`config.mk`:
```
export PLATFORM = sky130hd
export DESIGN_NAME = fuse_rd_seq
export DESIGN_NICKNAME = d
export VERILOG_FILES = /design/src/rtl/fuse_rd_pkg.sv /design/src/rtl/fuse_settle_timer.sv /design/src/rtl/fuse_xfer_cnt.sv /design/src/rtl/fuse_rd_ctrl.sv /design/src/rtl/fuse_rd_seq.sv
export SDC_FILE = /design/constraint.sdc
export NUM_CORES = 1
export LEC_CHECK = 0
export ABC_AREA = 1
export CAP_MARGIN = 20
export CORE_MARGIN = 8
export CORE_UTILIZATION = 39
export DETAILED_ROUTE_END_ITERATION = 16
export GPL_TIMING_DRIVEN = 0
export PLACE_DENSITY_LB_ADDON = 0.08
export SLEW_MARGIN = 15
export SYNTH_ARGS = -nofsm -noshare
export SYNTH_HDL_FRONTEND = slang
export SYNTH_SLANG_ARGS = --single-unit
```
`constraint.sdc`:
```
create_clock -name clk -period 1.8 [get_ports clk]
set_input_delay 0.18 -clock clk [delete_from_list [all_inputs] [get_ports clk]]
set_output_delay 0.18 -clock clk [all_outputs]
set_load 0.005 [all_outputs]
```
`src/rtl/fuse_rd_pkg.sv`:
```
package fuse_rd_pkg;

    localparam int FUSE_ADDR_W = 10;
    localparam int FUSE_DATA_W = 8;
    localparam int FUSE_CTL_W  = 16;

    // Pin word as decoded by the macro: addr[15:6], spare[5:4], pgen_n[3], load[2], strobe[1], cs_n[0]
    typedef struct packed {
        logic [FUSE_ADDR_W-1:0] addr;
        logic [1:0]             spare;
        logic                   pgen_n;
        logic                   load;
        logic                   strobe;
        logic                   cs_n;
    } fuse_ctl_t;

    typedef enum logic [2:0] {
        ST_IDLE,
        ST_ENTRY,
        ST_CLR,
        ST_ADDR,
        ST_STRB,
        ST_DROP,
        ST_STBY
    } seq_st_e;

    function automatic fuse_ctl_t ctl_standby();
        fuse_ctl_t c;
        c        = '0;
        c.pgen_n = 1'b1;
        c.cs_n   = 1'b1;
        return c;
    endfunction

    function automatic fuse_ctl_t ctl_entry();
        fuse_ctl_t c;
        c        = '0;
        c.pgen_n = 1'b1;
        c.load   = 1'b1;
        return c;
    endfunction

endpackage

```
`src/rtl/fuse_settle_timer.sv`:
```
module fuse_settle_timer #(
    parameter int SETTLE_CYC = 100
) (
    input  logic clk,
    input  logic rst,
    input  logic load,
    output logic expired
);
    localparam int TW = (SETTLE_CYC < 2) ? 1 : $clog2(SETTLE_CYC);

    logic [TW-1:0] cnt;

    always_ff @(posedge clk) begin
        if (rst) begin
            cnt <= '0;
        end else if (load) begin
            cnt <= TW'(SETTLE_CYC - 1);
        end else if (cnt != '0) begin
            cnt <= cnt - 1'b1;
        end
    end

    assign expired = (cnt == '0);
endmodule

```
`src/rtl/fuse_xfer_cnt.sv`:
```
module fuse_xfer_cnt
    import fuse_rd_pkg::*;
#(
    parameter int LEN_W = 11
) (
    input  logic                   clk,
    input  logic                   rst,
    input  logic                   load,
    input  logic [FUSE_ADDR_W-1:0] start_addr,
    input  logic [LEN_W-1:0]       len,
    input  logic                   step,
    output logic [FUSE_ADDR_W-1:0] cur_addr,
    output logic                   done
);
    logic [LEN_W-1:0] remaining;

    always_ff @(posedge clk) begin
        if (rst) begin
            cur_addr  <= '0;
            remaining <= '0;
        end else if (load) begin
            cur_addr  <= start_addr;
            remaining <= len;
        end else if (step) begin
            cur_addr  <= cur_addr + 1'b1;   // wraps inside the 10-bit field
            remaining <= remaining - 1'b1;
        end
    end

    assign done = (remaining == '0);
endmodule

```
`src/rtl/fuse_rd_ctrl.sv`:
```
module fuse_rd_ctrl
    import fuse_rd_pkg::*;
(
    input  logic                   clk,
    input  logic                   rst,
    input  logic                   req_valid,
    input  logic                   req_zero,
    input  logic                   tmr_expired,
    input  logic                   xfer_done,
    input  logic [FUSE_ADDR_W-1:0] cur_addr,
    input  logic [FUSE_DATA_W-1:0] macro_dout,
    output logic                   tmr_load,
    output logic                   cnt_load,
    output logic                   cnt_step,
    output logic                   busy,
    output fuse_ctl_t              ctl,
    output logic                   rd_valid,
    output logic [FUSE_DATA_W-1:0] rd_data
);
    seq_st_e st;

    logic accept;
    assign accept = (st == ST_IDLE) && req_valid;

    always_comb begin
        tmr_load = 1'b0;
        case (st)
            ST_IDLE: tmr_load = req_valid && !req_zero;
            ST_CLR:  tmr_load = 1'b1;
            ST_ADDR: tmr_load = tmr_expired;
            ST_STRB: tmr_load = tmr_expired;
            default: tmr_load = 1'b0;
        endcase
    end

    assign cnt_load = accept;
    assign cnt_step = (st == ST_STRB) && tmr_expired;

    always_ff @(posedge clk) begin
        if (rst) begin
            st       <= ST_IDLE;
            ctl      <= ctl_standby();
            busy     <= 1'b0;
            rd_valid <= 1'b0;
            rd_data  <= '0;
        end else begin
            rd_valid <= 1'b0;
            case (st)
                ST_IDLE: begin
                    if (req_valid) begin
                        busy <= 1'b1;
                        if (req_zero) begin
                            st <= ST_STBY;
                        end else begin
                            ctl <= ctl_entry();
                            st  <= ST_ENTRY;
                        end
                    end
                end
                ST_ENTRY: begin
                    if (tmr_expired) begin
                        ctl.addr <= '0;
                        st       <= ST_CLR;
                    end
                end
                ST_CLR: begin
                    ctl.addr <= cur_addr;
                    st       <= ST_ADDR;
                end
                ST_ADDR: begin
                    if (tmr_expired) begin
                        ctl.strobe <= 1'b1;
                        st         <= ST_STRB;
                    end
                end
                ST_STRB: begin
                    if (tmr_expired) begin
                        ctl.strobe <= 1'b0;
                        rd_valid   <= 1'b1;
                        rd_data    <= macro_dout;
                        st         <= ST_DROP;
                    end
                end
                ST_DROP: begin
                    if (tmr_expired) begin
                        if (xfer_done) begin
                            ctl  <= ctl_standby();
                            busy <= 1'b0;
                            st   <= ST_IDLE;
                        end else begin
                            ctl.addr <= '0;
                            st       <= ST_CLR;
                        end
                    end
                end
                ST_STBY: begin
                    ctl  <= ctl_standby();
                    busy <= 1'b0;
                    st   <= ST_IDLE;
                end
                default: begin
                    ctl  <= ctl_standby();
                    busy <= 1'b0;
                    st   <= ST_IDLE;
                end
            endcase
        end
    end
endmodule

```
`src/rtl/fuse_rd_seq.sv`:
```
module fuse_rd_seq
    import fuse_rd_pkg::*;
#(
    parameter int SETTLE_CYC = 100,
    parameter int LEN_W      = 11
) (
    input  logic                   clk,
    input  logic                   rst,
    input  logic                   req_valid,
    input  logic [FUSE_ADDR_W-1:0] req_addr,
    input  logic [LEN_W-1:0]       req_len,
    output logic                   busy,
    output logic [FUSE_CTL_W-1:0]  fuse_ctl,
    input  logic [FUSE_DATA_W-1:0] fuse_dout,
    output logic                   rd_valid,
    output logic [FUSE_DATA_W-1:0] rd_data
);
    logic                   tmr_load;
    logic                   tmr_expired;
    logic                   cnt_load;
    logic                   cnt_step;
    logic                   xfer_done;
    logic [FUSE_ADDR_W-1:0] cur_addr;
    fuse_ctl_t              ctl;

    fuse_settle_timer #(.SETTLE_CYC(SETTLE_CYC)) timer_i (
        .clk     (clk),
        .rst     (rst),
        .load    (tmr_load),
        .expired (tmr_expired)
    );

    fuse_xfer_cnt #(.LEN_W(LEN_W)) cnt_i (
        .clk        (clk),
        .rst        (rst),
        .load       (cnt_load),
        .start_addr (req_addr),
        .len        (req_len),
        .step       (cnt_step),
        .cur_addr   (cur_addr),
        .done       (xfer_done)
    );

    fuse_rd_ctrl ctrl_i (
        .clk         (clk),
        .rst         (rst),
        .req_valid   (req_valid),
        .req_zero    (req_len == '0),
        .tmr_expired (tmr_expired),
        .xfer_done   (xfer_done),
        .cur_addr    (cur_addr),
        .macro_dout  (fuse_dout),
        .tmr_load    (tmr_load),
        .cnt_load    (cnt_load),
        .cnt_step    (cnt_step),
        .busy        (busy),
        .ctl         (ctl),
        .rd_valid    (rd_valid),
        .rd_data     (rd_data)
    );

    assign fuse_ctl = ctl;
endmodule

```
==> summary.txt <==
Timing
  – Setup WS post-layout: 152 ps
  – Worst slew pin tran: 557 ps
  – Fin crit period: 1650 ps
  – Endpoints failing hold: 0
  – Max-slew violation count: 0
  – Final setup viols: 0
  – Worst slew margin relative to its limit: 0.629
  – RSZ-0062 raised after global routing: false
  – Fmax: 607 MHz
  – Fin Clk Skew: 9.03 ps
  – Final Cycle Share: 0.915

Pwr
  – Lkg Pwr: 1.63 nW
  – Switching pwr: 1.92 mW
  – Switching Fraction: 0.407
  – Comb pwr share: 0.464
  – Reg power frac: 0.359
  – PD cells: approximately 1300 nW/um^2
  – Pint: between 2 and 3 mW
  – Clock power share: 0.177
  – Worst VDD drop: 340 uV

Die
  – Rows: 31
  – Die height: ~100 um
  – Starting density of the core: 0.396
  – Die area: 10,300 um^2
  – Ports: 58
  – Core Box Area: ~7200 um^2
  – Die width: approximately 100 um

Clock tree
  – Htree depth: 2
  – Clock-pin slew on the worst setup and hold paths: 100 ps
  – TritonCTS clock tree: built
  – Later-pin clock latency in the skew report: 310 ps
  – Clock Path Buffers: 2
  – CTS Sinks: between 50 and 60
  – # hold bufs at CTS: 0
  – Clock root buffer: clkbuf_8
  – CTS buffer count: 5

Route
  – Initial DRC count: 192
  – Antenna Nets Post-Route: 0
  – Drt drc: 0
  – Post-Route WL: 7760 um
  – Via count of the routed design: 2,779
  – Vias per cell: 4.80
  – Drt first pass iters: 5
  – Wire per inst: 13.4 um

Final layout
  – Post-route cell area: 3670 um^2
  – Final Non-Filler Cells: approximately 580
  – Final Core Density: 0.512
  – Layout cells sized above 1: 0.0938
  – Commonest non-fill, non-tap cell in the layout: nand2_1
  – Most frequent cells in the layout: 101 x nand2_1, 54 x dfxtp_1, 53 x clkdlybuf4s50_1
  – Area growth syn-to-layout: 29.1%
  – Diodes inserted: 0
  – # nets final: 516

Critical path
  – Crit-path max FO: 10
  – CP Capture Type: flip-flop
  – Startpoint types: flip-flop
  – CP peak stage delay: 340 ps
  – CP max stage cell: dfxtp_1
  – CP required: 2010 ps
  – Worst path arrival time: 1860 ps
  – Setup CP Type: reg2reg
  – Crit path cell chain: inv_2 > ha_4 > inv_2 > nor2_4 > nand3_4 > nor2_8 > nor2_4 > buf_6 > nand2_1 > nand3_1 > nand2_1 > inv_1

Yosys
  – Flops & latches, synth: 54
  – Netlist cell types: 37
  – Post-Syn Area per Cell: 6.84 um^2
  – Synthesis Warnings: 0
  – Post-Syn Area: about 2800 um^2
  – Syn Inst Count: 416
  – Sequential element share of the synthesized area: 0.380

GRT
  – GRT Util Overall: 0.156
  – Vias in the first global route: 2,787
  – Largest net degree at the start of global routing: 16
  – First-pass GRT wire length: 12,900 um
  – Initial antenna violation count: 0
  – GR Overflow Total: 0

Placement
  – Post-DP Area: 3500 um^2
  – Dpl hpwl: about 6000 um
  – Port bufs: 53
  – Placed cell count: roughly 570
  – Pre-CTS setup slack: -33.1 ps
  – Gpl congestion: between 0.8 and 0.9

Outcome
  – Status: complete, no violations

Hold path
  – Worst hold path type: in2reg

Run
  – Max Cap Viol: 0
==> cells in the mapped netlist (all sizes together) <==
master | n | share of area
buf | 10 | 0.027
dfxtp | 54 | 0.38
a211oi | 1 | 0.0026
nand4 | 3 | 0.0066
conb | 2 | 0.0026
nor2 | 60 | 0.099
clkbuf | 6 | 0.0079
o21ai | 33 | 0.058
o211ai | 3 | 0.0079
o21bai | 1 | 0.0026
or2 | 1 | 0.0022
o221ai | 1 | 0.0031
xor2 | 8 | 0.025
ha | 4 | 0.018
inv | 46 | 0.061
nand3 | 36 | 0.071
a22oi | 1 | 0.0026
nand2 | 104 | 0.14
a21oi | 25 | 0.045
a31oi | 4 | 0.0088
xnor2 | 3 | 0.0092
nand3b | 1 | 0.0026
nor3 | 7 | 0.012
clkinv | 1 | 0.0013
a21boi | 1 | 0.0026
==> metrics by stage <==
step	setup TNS [ps]	total power [mW]	hold WS, ps
floorplan	0	3.21	315
global placement	-92.5	3.76	447
detailed placement	-194	3.79	453
CTS	0	4.63	235
global route	0	5.13	256
finish	0	4.72	229
==> power groups by stage <==
stage,clock network [mW],logic (mW),registers (mW)
detailed placement,0,2.07,1.72
global placement,0,2.04,1.71
CTS,0.859,2.08,1.69
finish,0.836,2.19,1.69
floorplan,0,1.53,1.68
global route,0.908,2.49,1.73
==> final cells by class <==
cell class / instances / area, um^2
fillers: 745 / 3500
plain buffers: 16 / 100
flip-flops and latches: 54 / 1080
repair buffers: 56 / 553
inverters: 47 / 179
clock inverters: 1 / 30.0
well taps: 99 / 124
clock buffers: 6 / 82.6
multi-input cells: 300 / 1520
==> path summary, 6_finish.rpt <==
| kind | slack [ps] | cells past startpoint | start | to |
|---|---|---|---|---|
| worst max-delay path | 150 | 12 | timer_i.cnt[0] | cnt_i.cur_addr[5] |
| worst max register to register | 150 | 12 | timer_i.cnt[0] | cnt_i.cur_addr[5] |
| worst min-delay path | 230 | 2 | rst | cnt_i.remaining[3] |
| worst min register to register | 470 | 2 | cnt_i.remaining[1] | cnt_i.remaining[1] |
==> metal layers <==
layer,vias to the layer above,part of all wire,global-route usage
met5,-,0,0
met4,0,0.0091,0.0424
met3,5,0.067,0.0454
met2,71,0.46,0.251
met1,1252,0.47,0.199
li1,1451,-,-
==> timing repair <==
action / CTS / global route
setup buffers: 0 / 3
endpoints found under the hold margin: 0 / 0
pin swaps: 0 / 1
gates resized for setup: 1 / 9
endpoints found under the setup margin: 1 / 43
==> state kept, by name (all words and copies together), names as in the netlist <==
| signal | count |
|---|---|
| timer_i.cnt | 7 |
| cnt_i.cur_addr | 10 |
| ctrl_i.rd_data | 8 |
| ctrl_i.ctl | 13 |
| ctrl_i.busy | 1 |
| ctrl_i.rd_valid | 1 |
| cnt_i.remaining | 11 |
| ctrl_i.st | 3 |
==> kinds of logic after synthesis <==
group           Yosys count  share of synthesized area
buf+inv                  63                     0.0972
xor+xnor                 11                     0.0339
fa+ha+maj                 4                     0.0176
other cells               2                    0.00264
compound gates           70                      0.134
simple gates            212                      0.335
flops                    54                      0.380
==> worst max-delay path: cells and delay by family (launching register included) <==
family                   cells  cell delay [ps]
buffers and inverters        4              330
AND/OR/NAND/NOR              7              730
adder cells (fa/ha/maj)      1              160
flip-flops                   1              340
No activity file was read; power rests on OpenSTA's default activity.
